### config.mk
export PLATFORM = sky130hd
export DESIGN_NAME = hsk_pport
export DESIGN_NICKNAME = d
export VERILOG_FILES = /design/src/rtl/hsk_pkg.sv /design/src/rtl/hsk_strobe_edge.sv /design/src/rtl/hsk_flag_ctrl.sv /design/src/rtl/hsk_port_regs.sv /design/src/rtl/hsk_pport.sv
export SDC_FILE = /design/constraint.sdc
export NUM_CORES = 1
export LEC_CHECK = 0
export BUFFER_PORTS_ARGS = -buffer_cell sky130_fd_sc_hd__buf_4
export CAP_MARGIN = 40
export CORE_UTILIZATION = 35
export CTS_CLUSTER_SIZE = 30
export DETAILED_ROUTE_END_ITERATION = 10
export REMOVE_ABC_BUFFERS = 1
export SYNTH_ARGS = -nofsm -noshare
export SYNTH_HDL_FRONTEND = slang
export SYNTH_SLANG_ARGS = --single-unit
export TNS_END_PERCENT = 100
### constraint.sdc
create_clock -name clk -period 1.2 [get_ports clk]
set_input_delay 0.06 -clock clk [delete_from_list [all_inputs] [get_ports clk]]
set_output_delay 0.06 -clock clk [all_outputs]
set_load 0.03 [all_outputs]
### src/rtl/hsk_pkg.sv
// Shared register addresses and control layout for the strobed parallel port.
package hsk_pkg;
    localparam int ADDR_W = 3;
    localparam logic [ADDR_W-1:0] A_DATA  = 3'd0;
    localparam logic [ADDR_W-1:0] A_LATCH = 3'd1;
    localparam logic [ADDR_W-1:0] A_DIR   = 3'd2;
    localparam logic [ADDR_W-1:0] A_CTRL  = 3'd3;
    localparam logic [ADDR_W-1:0] A_STAT  = 3'd4;

    typedef enum logic [1:0] {
        MODE_STROBE  = 2'b00,
        MODE_IN_HS   = 2'b01,
        MODE_OUT_HS  = 2'b10,
        MODE_OUT_TRI = 2'b11
    } mode_t;

    typedef struct packed {
        mode_t mode;    // [3:2]
        logic  hi_pol;  // [1] strobe-out active high
        logic  rise;    // [0] rising edge is active
    } ctrl_t;

    localparam int    CTRL_W     = 4;
    localparam ctrl_t CTRL_RESET = '{mode: MODE_STROBE, hi_pol: 1'b1, rise: 1'b0};
endpackage

### src/rtl/hsk_strobe_edge.sv
// Detects the selected edge on the strobe input.
// Assumes stb_in is already synchronous to clk. The edge output is held low
// during reset, and the history register is loaded from the pin during reset
// so no false edge appears when reset ends.
module hsk_strobe_edge (
    input  logic clk,
    input  logic rst_n,
    input  logic stb_in,
    input  logic rise,
    output logic act_edge,
    output logic stb_active
);
    logic stb_d;

    // Keep the previous strobe level.
    always_ff @(posedge clk) begin
        stb_d <= stb_in;
    end

    // Selected edge and active level.
    always_comb begin
        act_edge   = rst_n & (rise ? (stb_in & ~stb_d) : (~stb_in & stb_d));
        stb_active = (stb_in == rise);
    end
endmodule

### src/rtl/hsk_flag_ctrl.sv
// Strobe flag with its two-step clear, and the strobe-out acknowledge.
// Assumes one bus access per cycle. An edge takes priority over a clear.
module hsk_flag_ctrl
    import hsk_pkg::*;
(
    input  logic  clk,
    input  logic  rst_n,
    input  logic  act_edge,
    input  mode_t mode,
    input  logic  stat_rd,
    input  logic  latch_rd,
    input  logic  latch_wr,
    output logic  flag_q,
    output logic  ack_q
);
    logic armed_q;
    logic clr;

    // Second step of the clear: a latch access whose kind depends on the mode.
    always_comb begin
        clr = armed_q & (mode[1] ? latch_wr : latch_rd);
    end

    // Flag, arm and acknowledge state.
    always_ff @(posedge clk) begin
        if (!rst_n) begin
            flag_q  <= 1'b0;
            armed_q <= 1'b0;
            ack_q   <= 1'b0;
        end else begin
            if (act_edge) begin
                flag_q  <= 1'b1;
                armed_q <= 1'b0;
            end else if (clr) begin
                flag_q  <= 1'b0;
                armed_q <= 1'b0;
            end else if (stat_rd && flag_q) begin
                armed_q <= 1'b1;
            end

            if (mode == MODE_STROBE || act_edge)
                ack_q <= 1'b0;
            else if (mode == MODE_IN_HS && clr)
                ack_q <= 1'b1;
            else if (mode[1] && latch_wr)
                ack_q <= 1'b1;
        end
    end

    p_flag_set_r5: assert property (@(posedge clk) disable iff (!rst_n)
        act_edge |=> flag_q);
    p_flag_hold_r6: assert property (@(posedge clk) disable iff (!rst_n)
        (flag_q && !armed_q) |=> flag_q);
    p_ack_drop_r9: assert property (@(posedge clk) disable iff (!rst_n)
        act_edge |=> !ack_q);
endmodule

### src/rtl/hsk_port_regs.sv
// Data, direction and input-latch registers with the pin drive and read view.
// Assumes pin_in is synchronous. The input latch has no reset.
module hsk_port_regs #(
    parameter int WIDTH = 8
) (
    input  logic             clk,
    input  logic             rst_n,
    input  logic             wr_data_en,
    input  logic             wr_dir_en,
    input  logic [WIDTH-1:0] wdata,
    input  logic             act_edge,
    input  logic [WIDTH-1:0] pin_in,
    input  logic             tri_mode,
    input  logic             stb_active,
    output logic [WIDTH-1:0] data_q,
    output logic [WIDTH-1:0] dir_q,
    output logic [WIDTH-1:0] latch_q,
    output logic [WIDTH-1:0] pin_out,
    output logic [WIDTH-1:0] pin_oe,
    output logic [WIDTH-1:0] port_view
);
    // Data and direction registers.
    always_ff @(posedge clk) begin
        if (!rst_n) begin
            data_q <= '0;
            dir_q  <= '0;
        end else begin
            if (wr_data_en) data_q <= wdata;
            if (wr_dir_en)  dir_q  <= wdata;
        end
    end

    // Input latch that captures the pins on the strobe edge and is never reset.
    always_ff @(posedge clk) begin
        if (act_edge) latch_q <= pin_in;
    end

    // Per-bit pin drive and read-back view.
    for (genvar i = 0; i < WIDTH; i++) begin : g_bit
        always_comb begin
            pin_out[i]   = data_q[i];
            pin_oe[i]    = dir_q[i] | (tri_mode & stb_active);
            port_view[i] = (tri_mode | dir_q[i]) ? data_q[i] : pin_in[i];
        end
    end

    p_data_write_r2: assert property (@(posedge clk) disable iff (!rst_n)
        wr_data_en |=> data_q == $past(wdata));
    p_latch_cap_r4: assert property (@(posedge clk) disable iff (!rst_n)
        act_edge |=> latch_q == $past(pin_in));
endmodule

### src/rtl/hsk_pport.sv
// Strobed handshake parallel port top: bus decode, control register, read mux.
// Assumes one bus access per cycle and a combinational read path.
module hsk_pport
    import hsk_pkg::*;
#(
    parameter int WIDTH = 8
) (
    input  logic              clk,
    input  logic              rst_n,
    input  logic              bus_sel,
    input  logic              bus_wr,
    input  logic [ADDR_W-1:0] bus_addr,
    input  logic [WIDTH-1:0]  bus_wdata,
    output logic [WIDTH-1:0]  bus_rdata,
    input  logic [WIDTH-1:0]  pin_in,
    output logic [WIDTH-1:0]  pin_out,
    output logic [WIDTH-1:0]  pin_oe,
    input  logic              stb_in,
    output logic              stb_out
);
    ctrl_t            ctrl_q;
    logic             rd, wr;
    logic             act_edge, stb_active;
    logic             flag_q, ack_q;
    logic [WIDTH-1:0] data_q, dir_q, latch_q, port_view;

    // Bus access decode.
    always_comb begin
        rd = bus_sel & ~bus_wr;
        wr = bus_sel & bus_wr;
    end

    // Control register.
    always_ff @(posedge clk) begin
        if (!rst_n)
            ctrl_q <= CTRL_RESET;
        else if (wr && bus_addr == A_CTRL)
            ctrl_q <= ctrl_t'(bus_wdata[CTRL_W-1:0]);
    end

    hsk_strobe_edge u_edge (
        .clk(clk), .rst_n(rst_n), .stb_in(stb_in), .rise(ctrl_q.rise),
        .act_edge(act_edge), .stb_active(stb_active)
    );

    hsk_flag_ctrl u_flag (
        .clk(clk), .rst_n(rst_n), .act_edge(act_edge), .mode(ctrl_q.mode),
        .stat_rd(rd && bus_addr == A_STAT),
        .latch_rd(rd && bus_addr == A_LATCH),
        .latch_wr(wr && bus_addr == A_LATCH),
        .flag_q(flag_q), .ack_q(ack_q)
    );

    hsk_port_regs #(.WIDTH(WIDTH)) u_regs (
        .clk(clk), .rst_n(rst_n),
        .wr_data_en(wr && (bus_addr == A_DATA || bus_addr == A_LATCH)),
        .wr_dir_en(wr && bus_addr == A_DIR),
        .wdata(bus_wdata), .act_edge(act_edge), .pin_in(pin_in),
        .tri_mode(ctrl_q.mode == MODE_OUT_TRI), .stb_active(stb_active),
        .data_q(data_q), .dir_q(dir_q), .latch_q(latch_q),
        .pin_out(pin_out), .pin_oe(pin_oe), .port_view(port_view)
    );

    // Register read mux and strobe-out polarity.
    always_comb begin
        case (bus_addr)
            A_DATA:  bus_rdata = port_view;
            A_LATCH: bus_rdata = latch_q;
            A_DIR:   bus_rdata = dir_q;
            A_CTRL:  bus_rdata = {{(WIDTH-CTRL_W){1'b0}}, ctrl_q};
            A_STAT:  bus_rdata = {{(WIDTH-1){1'b0}}, flag_q};
            default: bus_rdata = '0;
        endcase
        stb_out = ctrl_q.hi_pol ? ack_q : ~ack_q;
    end

    p_reset_ctrl_r1: assert property (@(posedge clk)
        !rst_n |=> (ctrl_q == CTRL_RESET && !stb_out));
    p_stat_nowrite_r11: assert property (@(posedge clk) disable iff (!rst_n)
        (wr && bus_addr == A_STAT) |=> $stable(ctrl_q));
endmodule

After elaboration in Yosys (flattened, before gate mapping) --
Cells that the tools add are included.
Cells by class: reductions and logical operators 17, bitwise operators 28, shift-type cells 0, $add $sub $neg 0, eq/ne operators 7, divide/modulo/power cells 0, order comparisons 0, multiplexer cells 16, multipliers 0
Operators with widths (number):
- 8-bit case mux with 5 select lines | 1
- 1-bit bitwise OR | 16
- 1-bit 2-to-1 mux | 15
- 1-bit logical AND | 9
- 1-bit AND | 7
- 3-bit by 2-bit equality test with 1-bit output, second input constant | 2
- 1-bit NOT | 5
- 2-bit nonzero test | 2
- 3-bit by 1-bit equality test with 1-bit output, second input constant | 1
- 3-bit equality test, second input constant | 1
- 3-bit zero test | 1
- 3-bit OR reduction | 1
- 2-bit by 1-bit equality test with 1-bit output, second input constant | 1
- 2-bit equality test, second input constant | 1
- 2-bit zero test | 1
- 1-bit logical OR | 2
- 2-bit OR reduction | 1
- 1-bit equality test | 1
Storage, ports and cells: input bits 24, ROM bits 0, memories 0, latch bits 0, word-level logic and storage cells 78, flip-flop bits (word level) 32, memory bits (writable) 0

Depth between registers and ports, before layout --
Gate-level depths: netlist (run 1).
depth after elaboration 7, gate-level depth with buffers 5, depth with buffers taken out 3

By module --
Synthesis (run 1) repeated with hierarchy kept, for this count alone.
Second synthesis, totals: cells, all modules 175, area, all modules 1813.0 sq um
By module, submodules not included:
- hsk_port_regs | instances 1, sequential area each 560.5 sq um, cells an instance 93, area an instance 1081.0 sq um
- hsk_pport | instances 1, sequential area each 80.1 sq um, cells an instance 63, area an instance 541.8 sq um
- hsk_flag_ctrl | instances 1, sequential area each 60.1 sq um, cells an instance 14, area an instance 137.6 sq um
- hsk_strobe_edge | instances 1, sequential area each 20.0 sq um, cells an instance 5, area an instance 52.6 sq um

Worst setup path after synthesis (run 1) --
No wires, ideal clock.
path type register to output, start point reg ctrl_q[3] in the netlist's numbering, end point out bus_rdata[1], buffers on the path 1, slack -0.160 ns, arrival time 1.300 ns, required time 1.140 ns, cell stages (with the launch flop) 5, cells stage by stage dfxtp_1 > buf_2 > a21oi_1 > mux2i_1 > o22ai_1
On the way: cells in the longest elaborated chain, start to end 4
Ends and longest elaborated chain:
- start, declared | line hsk_pport.sv:21 | ctrl_t ctrl_q;
- start signal, assigned | line hsk_pport.sv:38 | ctrl_q <= ctrl_t'(bus_wdata[CTRL_W-1:0]);
- 2-bit equality test | line hsk_pport.sv:59 | .tri_mode(ctrl_q.mode == MODE_OUT_TRI), .stb_active(stb_active),
- 1-bit bitwise OR | line hsk_port_regs.sv:43 | port_view[i] = (tri_mode | dir_q[i]) ? data_q[i] : pin_in[i];
- 1-bit 2-to-1 mux | line hsk_port_regs.sv:43
- 8-bit case mux with 5 select lines | line hsk_pport.sv:66 | case (bus_addr)
- end, declared | line hsk_pport.sv:14 | output logic [WIDTH-1:0] bus_rdata,
Every way passes these cells.

Final worst setup path (run 1) --
start point reg ctrl_q[3] in the netlist's numbering, end point out bus_rdata[3]
On the way: cells in the longest elaborated chain, start to end 4
Ends and longest elaborated chain (line):
- 2-bit equality test | hsk_pport.sv:59
- 1-bit bitwise OR | hsk_port_regs.sv:43
- 1-bit 2-to-1 mux | hsk_port_regs.sv:43
- 8-bit case mux with 5 select lines (*) | hsk_pport.sv:66
Mark *: on every way between the ends. The rest lies on a longest branch, timed or not.

==> results.md, run 1 <==
* Outcome: finished with violations
* Failing checks: negative setup slack
* Met1 usage at between 20% and 30%
* CTS Buf Count at 5
* Int Power at 0.00175 W
* Vias in the first global route at 1660
* Clock-pin slew on the worst setup and hold paths at 0.07 ns
* PortBufs at 48
* Leak at about 1.1 nW
* Gpl congestion at about 0.84
* Synth Register Bits at 32
* First DRT Iteration DRCs at 104
* Vias/cell at about 5.4
* WP data required at ~1.1 ns
* Post-synth EDFFs at 8
* First-pass GRT wire length at 8.43 mm
* Hold slack at 0.0331 ns
* Net Sw Frac at 26.7%
* Min-delay worst type: in2reg
* Top_reg_cell synth: dfxtp_1
* Die area at between 5000 and 6000 sq um
* Crit Path Category: reg2out
* Clock power share at roughly a third
* Flop pwr share at between 40% and 50%
* Slew Limit Fails at 0
* DR DRC count at 0
* Commonest cells after routing, fill and taps aside: buf_4 (60), dfxtp_1 (20), mux2i_1 (15), buf_6 (15), o21ai_1 (12)
* GR peak layer: met2
* Leading cell type in the layout, fill and taps excluded: buf_4
* I/O pins at between 40 and 50
* Critical Path AT at between 1 and 1.5 ns
* Initial antenna violation count at 0
* Die Ht at roughly 72 um
* Number of diodes at 0
* Syn_area_per_cell at ~9.8 sq um
* Rows at 25
* Starting density of the core at 36.4%
* GR Overflow Total at 0
* P per Cell Area at around 910 nW/um^2
* # clock sinks at 32
* Worst Path Max Fanout at 5
* Placed insts at 290
* Layout cells sized above 1 at between 40% and 50%
* Insertion delay to the later sink of the worst-skew pair at 0.29 ns
* MaxCap Viol Count at 0
* WL per Instance at ~16 um
* Layout net count at around 280
* P&R area growth vs syn at 53.7%
* FF-to-FF path depth at 5
* Worst Hold Path Cells at 3
* Core Util, Final at between 50 and 60%
* Clock skew at just over 0.005 ns
* Non-filler cells, final at about 300
* CTS tree: built
* Async set-or-reset flop fraction in the synthesized netlist at 0%
* Warnings from Yosys at 0
* Unrepaired setup endpoints after global routing: true
* Root buf cell: clkbuf_8
* Core box area at 4690 sq um
* Mapped Area at ~1700 sq um
* Routed vias at between 1500 and 2000
* Pre-antenna DRT Iters at 6
* Syn Inst Count at roughly 180
* GRT Total Usage at between 20% and 30%
* DP Worst Slack at -0.0953 ns
* Deepest clock path buffer count at 2
* Routed wire length at 5.10 mm
* Peak supply drop at around 650 uV
* Part of the Yosys area used for sequential elements at a little over two fifths
* Least-Margin Pin Slew at between 0.4 and 0.5 ns
* Total power at around 0.0024 W
* Crit start category: register
* Netlist cell types at 39
* F_max at between 600 and 700 MHz
* Setup slack, reg-to-reg at -0.01 ns
* Comb power frac at around 18%
* Crit end category: output port
* Setup WS post-layout at -0.308 ns
* Setup violators final at 18
* Die width at approximately 72 um
* Antenna viol nets, final at 0
* DP HPWL at 3.54 mm
* Hold Violations, Final at 0
* Largest net degree at the start of global routing at 18
* CP Launch Point: ctrl_q[3]
* Met2 Use GR at 35.1%
* Met3 global-route usage at under 10%
* Deepest level of the CTS H-tree at 2
* Slew HR at a little under three quarters
* Fill cells at between 400 and 500
* Reg2reg start: ctrl_q[3]
* Net Sw Power at ~0.00064 W
* Period utilization at 126%
* Post-layout min period at ~1.5 ns
* Crit Reg-Reg Endpoint: u_flag.armed_q
* Critical Path End: bus_rdata[3]
worst max-delay path: stages, from the launching register on:
cell     delay [ns]
dfxtp_2        0.33
buf_4          0.16
mux2_4         0.27
a22oi_2        0.16
o22ai_2        0.09
buf_6          0.16
how the worst min path moves through the flow:
stage	slack, ns	endpoint	start
CTS	0.03	u_regs.dir_q[4]	bus_wdata[4]
global placement	0.19	u_edge.stb_d	stb_in
global route	0.03	u_regs.dir_q[4]	bus_wdata[4]
floorplan	0.09	u_edge.stb_d	stb_in
finish	0.03	u_regs.dir_q[5]	bus_wdata[5]
detailed placement	0.19	u_edge.stb_d	stb_in
layer usage:
metal / vias to the layer above / routed length [um]
li1: 813 / -
met1: 816 / 2380
met2: 37 / 2450
met3: 6 / 203
met4: 0 / 61
met5: - / 0
cell families after synthesis:
logic type,after synthesis,share of synthesized area [%]
buf+inv,13,4.25
flops,32,42.2
xor+xnor,2,1.03
compound gates,55,20.6
simple gates,53,19.9
mux,20,12.0
registers in the layout, summed over array words and instances, names as in the netlist:
| name | cells |
|---|---|
| u_regs.data_q | 8 |
| u_regs.dir_q | 8 |
| u_regs.latch_q | 8 |
| ctrl_q | 4 |
| u_edge.stb_d | 1 |
| u_flag.ack_q | 1 |
| u_flag.armed_q | 1 |
| u_flag.flag_q | 1 |
synthesized netlist by cell type (2+ instances only):
cell / instances / area [sq um]
nand4_1: 4 / 25.0
dfxtp_1: 24 / 480
buf_2: 7 / 35.0
buf_6: 2 / 22.5
a21oi_1: 11 / 55.1
mux2_1: 3 / 33.8
mux2i_1: 16 / 160
a22oi_1: 7 / 52.6
nand3_1: 9 / 45.0
and2b_1: 2 / 15.0
o21ai_1: 12 / 60.1
nand2b_1: 2 / 12.5
nor2b_1: 8 / 50.1
o22ai_1: 8 / 50.1
a21boi_1: 11 / 82.6
or2_1: 9 / 56.3
nand2_1: 5 / 18.8
nand3b_1: 4 / 30.0
clkbuf_1: 4 / 15.0
edfxtp_1: 8 / 240
metrics by stage:
step / instance area [sq um] / TNS (ns)
global placement: 2260 / -0.803
global route: 2620 / -5.97
CTS: 2530 / -4.62
detailed placement: 2260 / -0.788
floorplan: 1630 / -1.71
finish: 2620 / -4.48
final cells by class:
| type | count | area (sq um) | area share [%] |
|---|---|---|---|
| timing repair buffer | 85 | 724 | 27.6 |
| tap | 54 | 67.6 | 2.58 |
| clock inverter | 1 | 5.00 | 0.191 |
| sequential | 32 | 728 | 27.8 |
| clock buffer | 7 | 76.3 | 2.91 |
| multi-input combinational | 130 | 1020 | 39.0 |
power by group through the flow:
stage,logic [W],clock network (W),registers (W)
after global routing,0.000473,0.000883,0.00115
after global placement,0.000386,0,0.00117
final,0.000440,0.000804,0.00115
after floorplan,0.000154,0,0.00118
after detailed placement,0.000387,0,0.00117
after CTS,0.000424,0.000836,0.00114
timing repair:
item / CTS / global route
pin swaps: 7 / 12
hold endpoints to repair: 9 / 0
gates resized for setup: 27 / 18
setup buffers: 1 / 1
endpoints found under the setup margin: 24 / 26
hold buffers: 9 / 0
gates cloned: 0 / 0
Power figures use the tool's default switching activity.
==> inputs of run 2 (changes only) <==
- clock period: 1.2 -> 1.9 ns (I/O delays scaled with it)
==> results.md, run 2 (synthesis results as in run 1) <==
* Die Ht at 71.8 um (unchanged)
* Routed wire length at 4.64 mm (-8.9%)
* Antenna viol nets, final at 0 (unchanged)
* Deepest level of the CTS H-tree at 2 (unchanged)
* Slew HR at 61.3% (-9.6 points)
* GRT Total Usage at 19.3% (-2.6 points)
* Unrepaired setup endpoints after global routing: false
* Met1 usage at 26.4% (-2.3 points)
* Worst Path Max Fanout at 5 (unchanged)
* Crit start category: primary input
* Period utilization at about 93%
* Core box area at 4690 sq um (unchanged)
* First-pass GRT wire length at 7.62 mm (-9.7%)
* Rows at 25 (unchanged)
* Layout cells sized above 1 at 27.8% (-15 points)
* Slew Limit Fails at 0 (unchanged)
* Crit end category: output port
* Core Util, Final at 47.1% (-8.8 points)
* PortBufs at 48 (unchanged)
* WP data required at 1.80 ns (+0.66 ns)
* MaxCap Viol Count at 0 (unchanged)
* DP HPWL at 3.14 mm (-11%)
* Root buf cell: clkbuf_8
* Die width at 71.8 um (unchanged)
* Setup slack, reg-to-reg at 0.42 ns (+0.43 ns)
* Setup bufs post-CTS at 0 (-1)
* Setup violators final at 0 (-18)
* Deepest clock path buffer count at 2 (unchanged)
* DR DRC count at 0 (unchanged)
* Crit Path Category: in2out
* Met3 global-route usage at 4.36% (-0.84 points)
* FF-to-FF path depth at 3 (-2)
* Least-Margin Pin Slew at 0.579 ns (+0.143 ns)
* Crit Reg-Reg Endpoint: u_regs.latch_q[1]
* P per Cell Area at 680 nW/um^2 (-25%)
* Worst Hold Path Cells at 1 (-2)
* Hold slack at 0.0114 ns (-0.0217 ns)
* Min-delay worst type: in2reg
* F_max at 568 MHz
* Vias/cell at 5.63 (+4.0%)
* # clock sinks at 32 (unchanged)
* Gpl congestion at 0.749 (-11%)
* Initial antenna violation count at 0 (unchanged)
* Pre-antenna DRT Iters at 4 (-2)
* Insertion delay to the later sink of the worst-skew pair at 0.27 ns (-0.02 ns)
* Post-layout min period at about 1.8 ns
* Starting density of the core at 36.4% (unchanged)
* Critical Path AT at 1.66 ns (+0.21 ns)
* Clock skew at 0.00425 ns (-0.000845 ns)
* Number of diodes at 0 (unchanged)
* CTS tree: built
* Die area at 5160 sq um (unchanged)
* Met2 Use GR at 29.4% (-5.8 points)
* Peak supply drop at 363 uV (-44%)
* Total power at 0.00150 W (-37%)
* Regs by FF count: u_regs.data_q: 8 flops, u_regs.dir_q: 8 flops, u_regs.latch_q: 8 flops
* GR peak layer: met2
* Routed vias at 1559 (-6.8%)
* Largest net degree at the start of global routing at 25 (+7)
* CTS Buf Count at 5 (unchanged)
* Clock-pin slew on the worst setup and hold paths at 0.06 ns (about the same)
* I/O pins at 49 (unchanged)
* Leak at 0.903 nW (-17%)
* Leading cell type in the layout, fill and taps excluded: buf_4
* Hold Violations, Final at 0 (unchanged)
* WL per Instance at 16.8 um (+1.6%)
* Hold EP: u_regs.latch_q[1]
* Reg2reg start: ctrl_q[0]
* Worst hold start: pin_in[1]
* GR Overflow Total at 0 (unchanged)
* P&R area growth vs syn at 29.6%
* Layout net count at 246 (-12%)
* Vias in the first global route at 1529 (-7.9%)
* Commonest cells after routing, fill and taps aside: buf_4 (50), dfxtp_1 (23), mux2i_1 (16)
* Final TNS setup at 0 ns (+4.48 ns)
* Outcome: completed
* First DRT Iteration DRCs at 134 (+29%)
-- run 2: changes by cell type in the layout (fill, tap and decap cells not counted), sizes merged --
| cell | delta |
|---|---|
| buf | -26 |
| dlygate4sd3 | -6 |
| clkinv | -1 |
| clkbuf | +1 |
-- run 2: layout make-up --
type	instances	area (sq um)
timing repair buffer	53	405
multi-input combinational	130	917
clock buffer	8	100
sequential	32	722
fill	466	2480
tap	54	67.6
-- run 2: routing by layer --
| layer | share of wire (%) | up-vias |
|---|---|---|
| met5 | 0 | - |
| met2 | 47 | 57 |
| li1 | - | 747 |
| met1 | 46 | 746 |
| met3 | 5.6 | 9 |
| met4 | 1.7 | 0 |
-- run 2: worst max-delay path, cell delays in order --
cell           delay (ns)
dlygate4sd3_1        0.54
buf_4                0.14
or2_1                0.22
a21oi_2              0.23
buf_4                0.17
or2_1                0.11
buf_4                0.16
-- run 2: how the worst max path moves through the flow --
stage	cells past startpoint	to	start	slack (ns)
global route	5	pin_oe[0]	ctrl_q[2]	0.04
floorplan	3	bus_rdata[1]	ctrl_q[3]	0.51
detailed placement	5	pin_oe[0]	ctrl_q[3]	0.33
global placement	5	pin_oe[0]	ctrl_q[3]	0.38
CTS	5	pin_oe[0]	ctrl_q[3]	0.02
finish	7	pin_oe[0]	stb_in	0.14
-- run 2: what timing repair did --
action,4_1_cts,5_1_grt
hold buffers,1,2
endpoints found under the setup margin,0,4
resized for setup,0,2
hold endpoints to repair,1,2
-- run 2: where the power goes --
part           leakage (nW)  switching (W)  internal [W]  total (W)
clock network        0.0515       0.000230      0.000330   0.000560
registers             0.268      0.0000109      0.000714   0.000725
logic                 0.583       0.000124     0.0000955   0.000220
total                 0.903       0.000365       0.00114    0.00150
-- run 2: per-stage QoR --
stage                     setup WS [ns]  cell area [sq um]  std cells
after CTS                        0.0184               2190        275
after global placement            0.376               2080        266
after detailed placement          0.330               2080        266
after global routing             0.0403               2210        277
final                             0.141               2210        277
after floorplan                   0.509               1630        162
==> inputs of run 3 (changes only) <==
--- a/config.mk
+++ b/config.mk
@@ -9,2 +9,4 @@
 export CAP_MARGIN = 40
+export CELL_PAD_IN_SITES_DETAIL_PLACEMENT = 1
+export CELL_PAD_IN_SITES_GLOBAL_PLACEMENT = 1
 export CORE_UTILIZATION = 35
@@ -12,2 +14,3 @@
 export DETAILED_ROUTE_END_ITERATION = 10
+export PLACE_DENSITY_LB_ADDON = 0.1
 export REMOVE_ABC_BUFFERS = 1
--- a/constraint.sdc
+++ b/constraint.sdc
@@ -3,2 +3,2 @@
 set_output_delay 0.095 -clock clk [all_outputs]
-set_load 0.03 [all_outputs]
+set_load 0.01 [all_outputs]
==> results.md, run 3 (synthesis results as in run 1) <==
* Outcome: completed
* Setup slack, reg-to-reg at 0.47 ns (+0.05 ns)
* Setup violators final at 0 (unchanged)
* Min-delay worst type: in2reg
* Crit path cell chain: nand2_1 -> a21oi_1 -> buf_4 -> or2_1 -> buf_4
* DP HPWL at 3.73 mm (+19%)
* Hold Violations, Final at 0 (unchanged)
* Slowest stage delay, CP at 0.61 ns (+0.07 ns)
* Period utilization at 90.4% (-2.2 points)
* Crit end category: output port
* CTS Buf Count at 5 (unchanged)
* Crit-path slowest cell: dfxtp_1
* Vias in the first global route at 1690 (+11%)
* Die width at 71.8 um (unchanged)
* WL per Instance at 19.1 um (+14%)
* Layout cells sized above 1 at 27.4% (-0.41 points)
* Pre-antenna DRT Iters at 4 (unchanged)
* Net Sw Power at 0.000382 W (+4.6%)
* CTS tree: built
* Core Util, Final at 49.0% (+1.8 points)
* Non-filler cells, final at 284 (+2.5%)
* Buf/Inv on CP at 2 (-2)
* Initial antenna violation count at 0 (unchanged)
* Starting density of the core at 36.4% (unchanged)
* Peak supply drop at 409 uV (+13%)
* Insertion delay to the later sink of the worst-skew pair at 0.29 ns (+0.02 ns)
* Post-layout min period at 1.72 ns (-0.0412 ns)
* Least-Margin Pin Slew at 0.584 ns (+0.00466 ns)
* Placed standard-cell area at 2080 sq um (+0.36%)
* Placed insts at 267 (+0.38%)
* Slew Limit Fails at 0 (unchanged)
* Flop pwr share at 45.0% (-3.2 points)
* Leading cell type in the layout, fill and taps excluded: buf_4
* P&R area growth vs syn at 34.6%
* Rows at 25 (unchanged)
* Clock power share at 41.9% (+4.7 points)
* DR DRC count at 0 (unchanged)
* Die area at 5160 sq um (unchanged)
* Final TNS setup at 0 ns (unchanged)
* Worst Path Max Fanout at 13 (+8)
* Critical path's most frequent cell: buf_4
* Clock-pin slew on the worst setup and hold paths at 0.07 ns (about the same)
* Number of diodes at 0 (unchanged)
* First-pass GRT wire length at 8.74 mm (+15%)
* Routed wire length at 5.44 mm (+17%)
* Clock skew at 0.00509 ns (+0.000844 ns)
* Leak at 0.945 nW (+4.6%)
* First DRT Iteration DRCs at 48 (-64%)
* Core box area at 4690 sq um (unchanged)
* Die Ht at 71.8 um (unchanged)
* MaxCap Viol Count at 0 (unchanged)
* Worst path top cell family by delay: flip-flops
* Net Sw Frac at 23.7% (-0.52 points)
* P per Cell Area at 701 nW/um^2 (+3.0%)
* Slew HR at 61.0% (-0.31 points)
* Deepest clock path buffer count at 2 (unchanged)
* Largest net degree at the start of global routing at 25 (unchanged)
* Critical Path AT at 1.62 ns (-0.04 ns)
* Int Power at 0.00123 W (+7.7%)
* Unrepaired setup endpoints after global routing: false
* Routed vias at 1600 (+2.6%)
* Commonest cells after routing, fill and taps aside: buf_4 (51), dfxtp_1 (23), mux2i_1 (16)
* Gpl congestion at 0.727 (-2.9%)
* Antenna viol nets, final at 0 (unchanged)
* Comb power frac at 13.0% (-1.6 points)
* Post-route cell area at 2300 sq um (+3.8%)
* Crit Path Category: reg2out
* Root buf cell: clkbuf_8
* Deepest level of the CTS H-tree at 2 (unchanged)
* GRT Total Usage at 22.5% (+3.2 points)
* WP data required at 1.80 ns (about the same)
* Setup bufs post-CTS at 0 (unchanged)
* Regs by FF count: u_regs.data_q: 8 flops, u_regs.dir_q: 8 flops, u_regs.latch_q: 8 flops
* # clock sinks at 32 (unchanged)
* I/O pins at 49 (unchanged)
* Vias/cell at 5.63 (+0.10%)
* GR Overflow Total at 0 (unchanged)
* F_max at 582 MHz (+2.4%)
* Crit start category: register
* Layout net count at 253 (+2.8%)
* PortBufs at 48 (unchanged)
-- run 3: cell count changes in the layout (fill, tap and decap cells not counted), sizes merged --
| cell | change |
|---|---|
| buf | +1 |
| dlygate4sd3 | +6 |
-- run 3: cell type report --
type | instances | area (sq um)
well taps | 54 | 67.6
clock buffers | 8 | 121
flip-flops and latches | 32 | 722
repair buffers | 60 | 473
multi-input cells | 130 | 913
fillers | 553 | 2390
-- run 3: worst register-to-register path: stages (launching register included) --
cell     delay (ns)
dfxtp_1        0.42
nand2_1        0.14
o22ai_1        0.22
and2_1         0.15
buf_4          0.20
-- run 3: path summary, 6_finish.rpt --
check	end	start	cells after the start
max	pin_oe[5]	ctrl_q[2]	5
min	u_regs.dir_q[6]	bus_wdata[6]	3
max reg2reg	u_regs.latch_q[4]	ctrl_q[0]	4
min reg2reg	u_flag.flag_q	u_flag.flag_q	2
-- run 3: routing by layer --
metal | GRT usage, % | share of wire (%) | vias to the layer above
li1 | - | - | 758
met1 | 28.3 | 44 | 792
met2 | 38.5 | 51 | 44
met3 | 4.64 | 4.0 | 6
met4 | 7.41 | 1.2 | 0
met5 | 0 | 0 | -
-- run 3: timing repair --
action / 4_1_cts / 5_1_grt
setup endpoints to repair: 0 / 3
hold buffers: 9 / 0
gates resized for setup: 0 / 1
endpoints found under the hold margin: 9 / 0
-- run 3: per-stage QoR --
step | power, W | worst slack [ns] | hold slack (ns)
after global routing | 0.00167 | 0.0592 | 0.0864
final | 0.00161 | 0.182 | 0.0761
after global placement | 0.000929 | 0.423 | 0.222
after floorplan | 0.000818 | 0.657 | 0.123
after detailed placement | 0.000935 | 0.430 | 0.227
after CTS | 0.00162 | 0.0960 | 0.0724
-- run 3: power groups by stage --
| stage | combinational, W | sequential (W) | clock [W] |
|---|---|---|---|
| after floorplan | 0.0000792 | 0.000738 | 0 |
| after global placement | 0.000190 | 0.000739 | 0 |
| after detailed placement | 0.000195 | 0.000741 | 0 |
| after CTS | 0.000211 | 0.000725 | 0.000686 |
| after global routing | 0.000227 | 0.000726 | 0.000717 |
| final | 0.000209 | 0.000725 | 0.000675 |
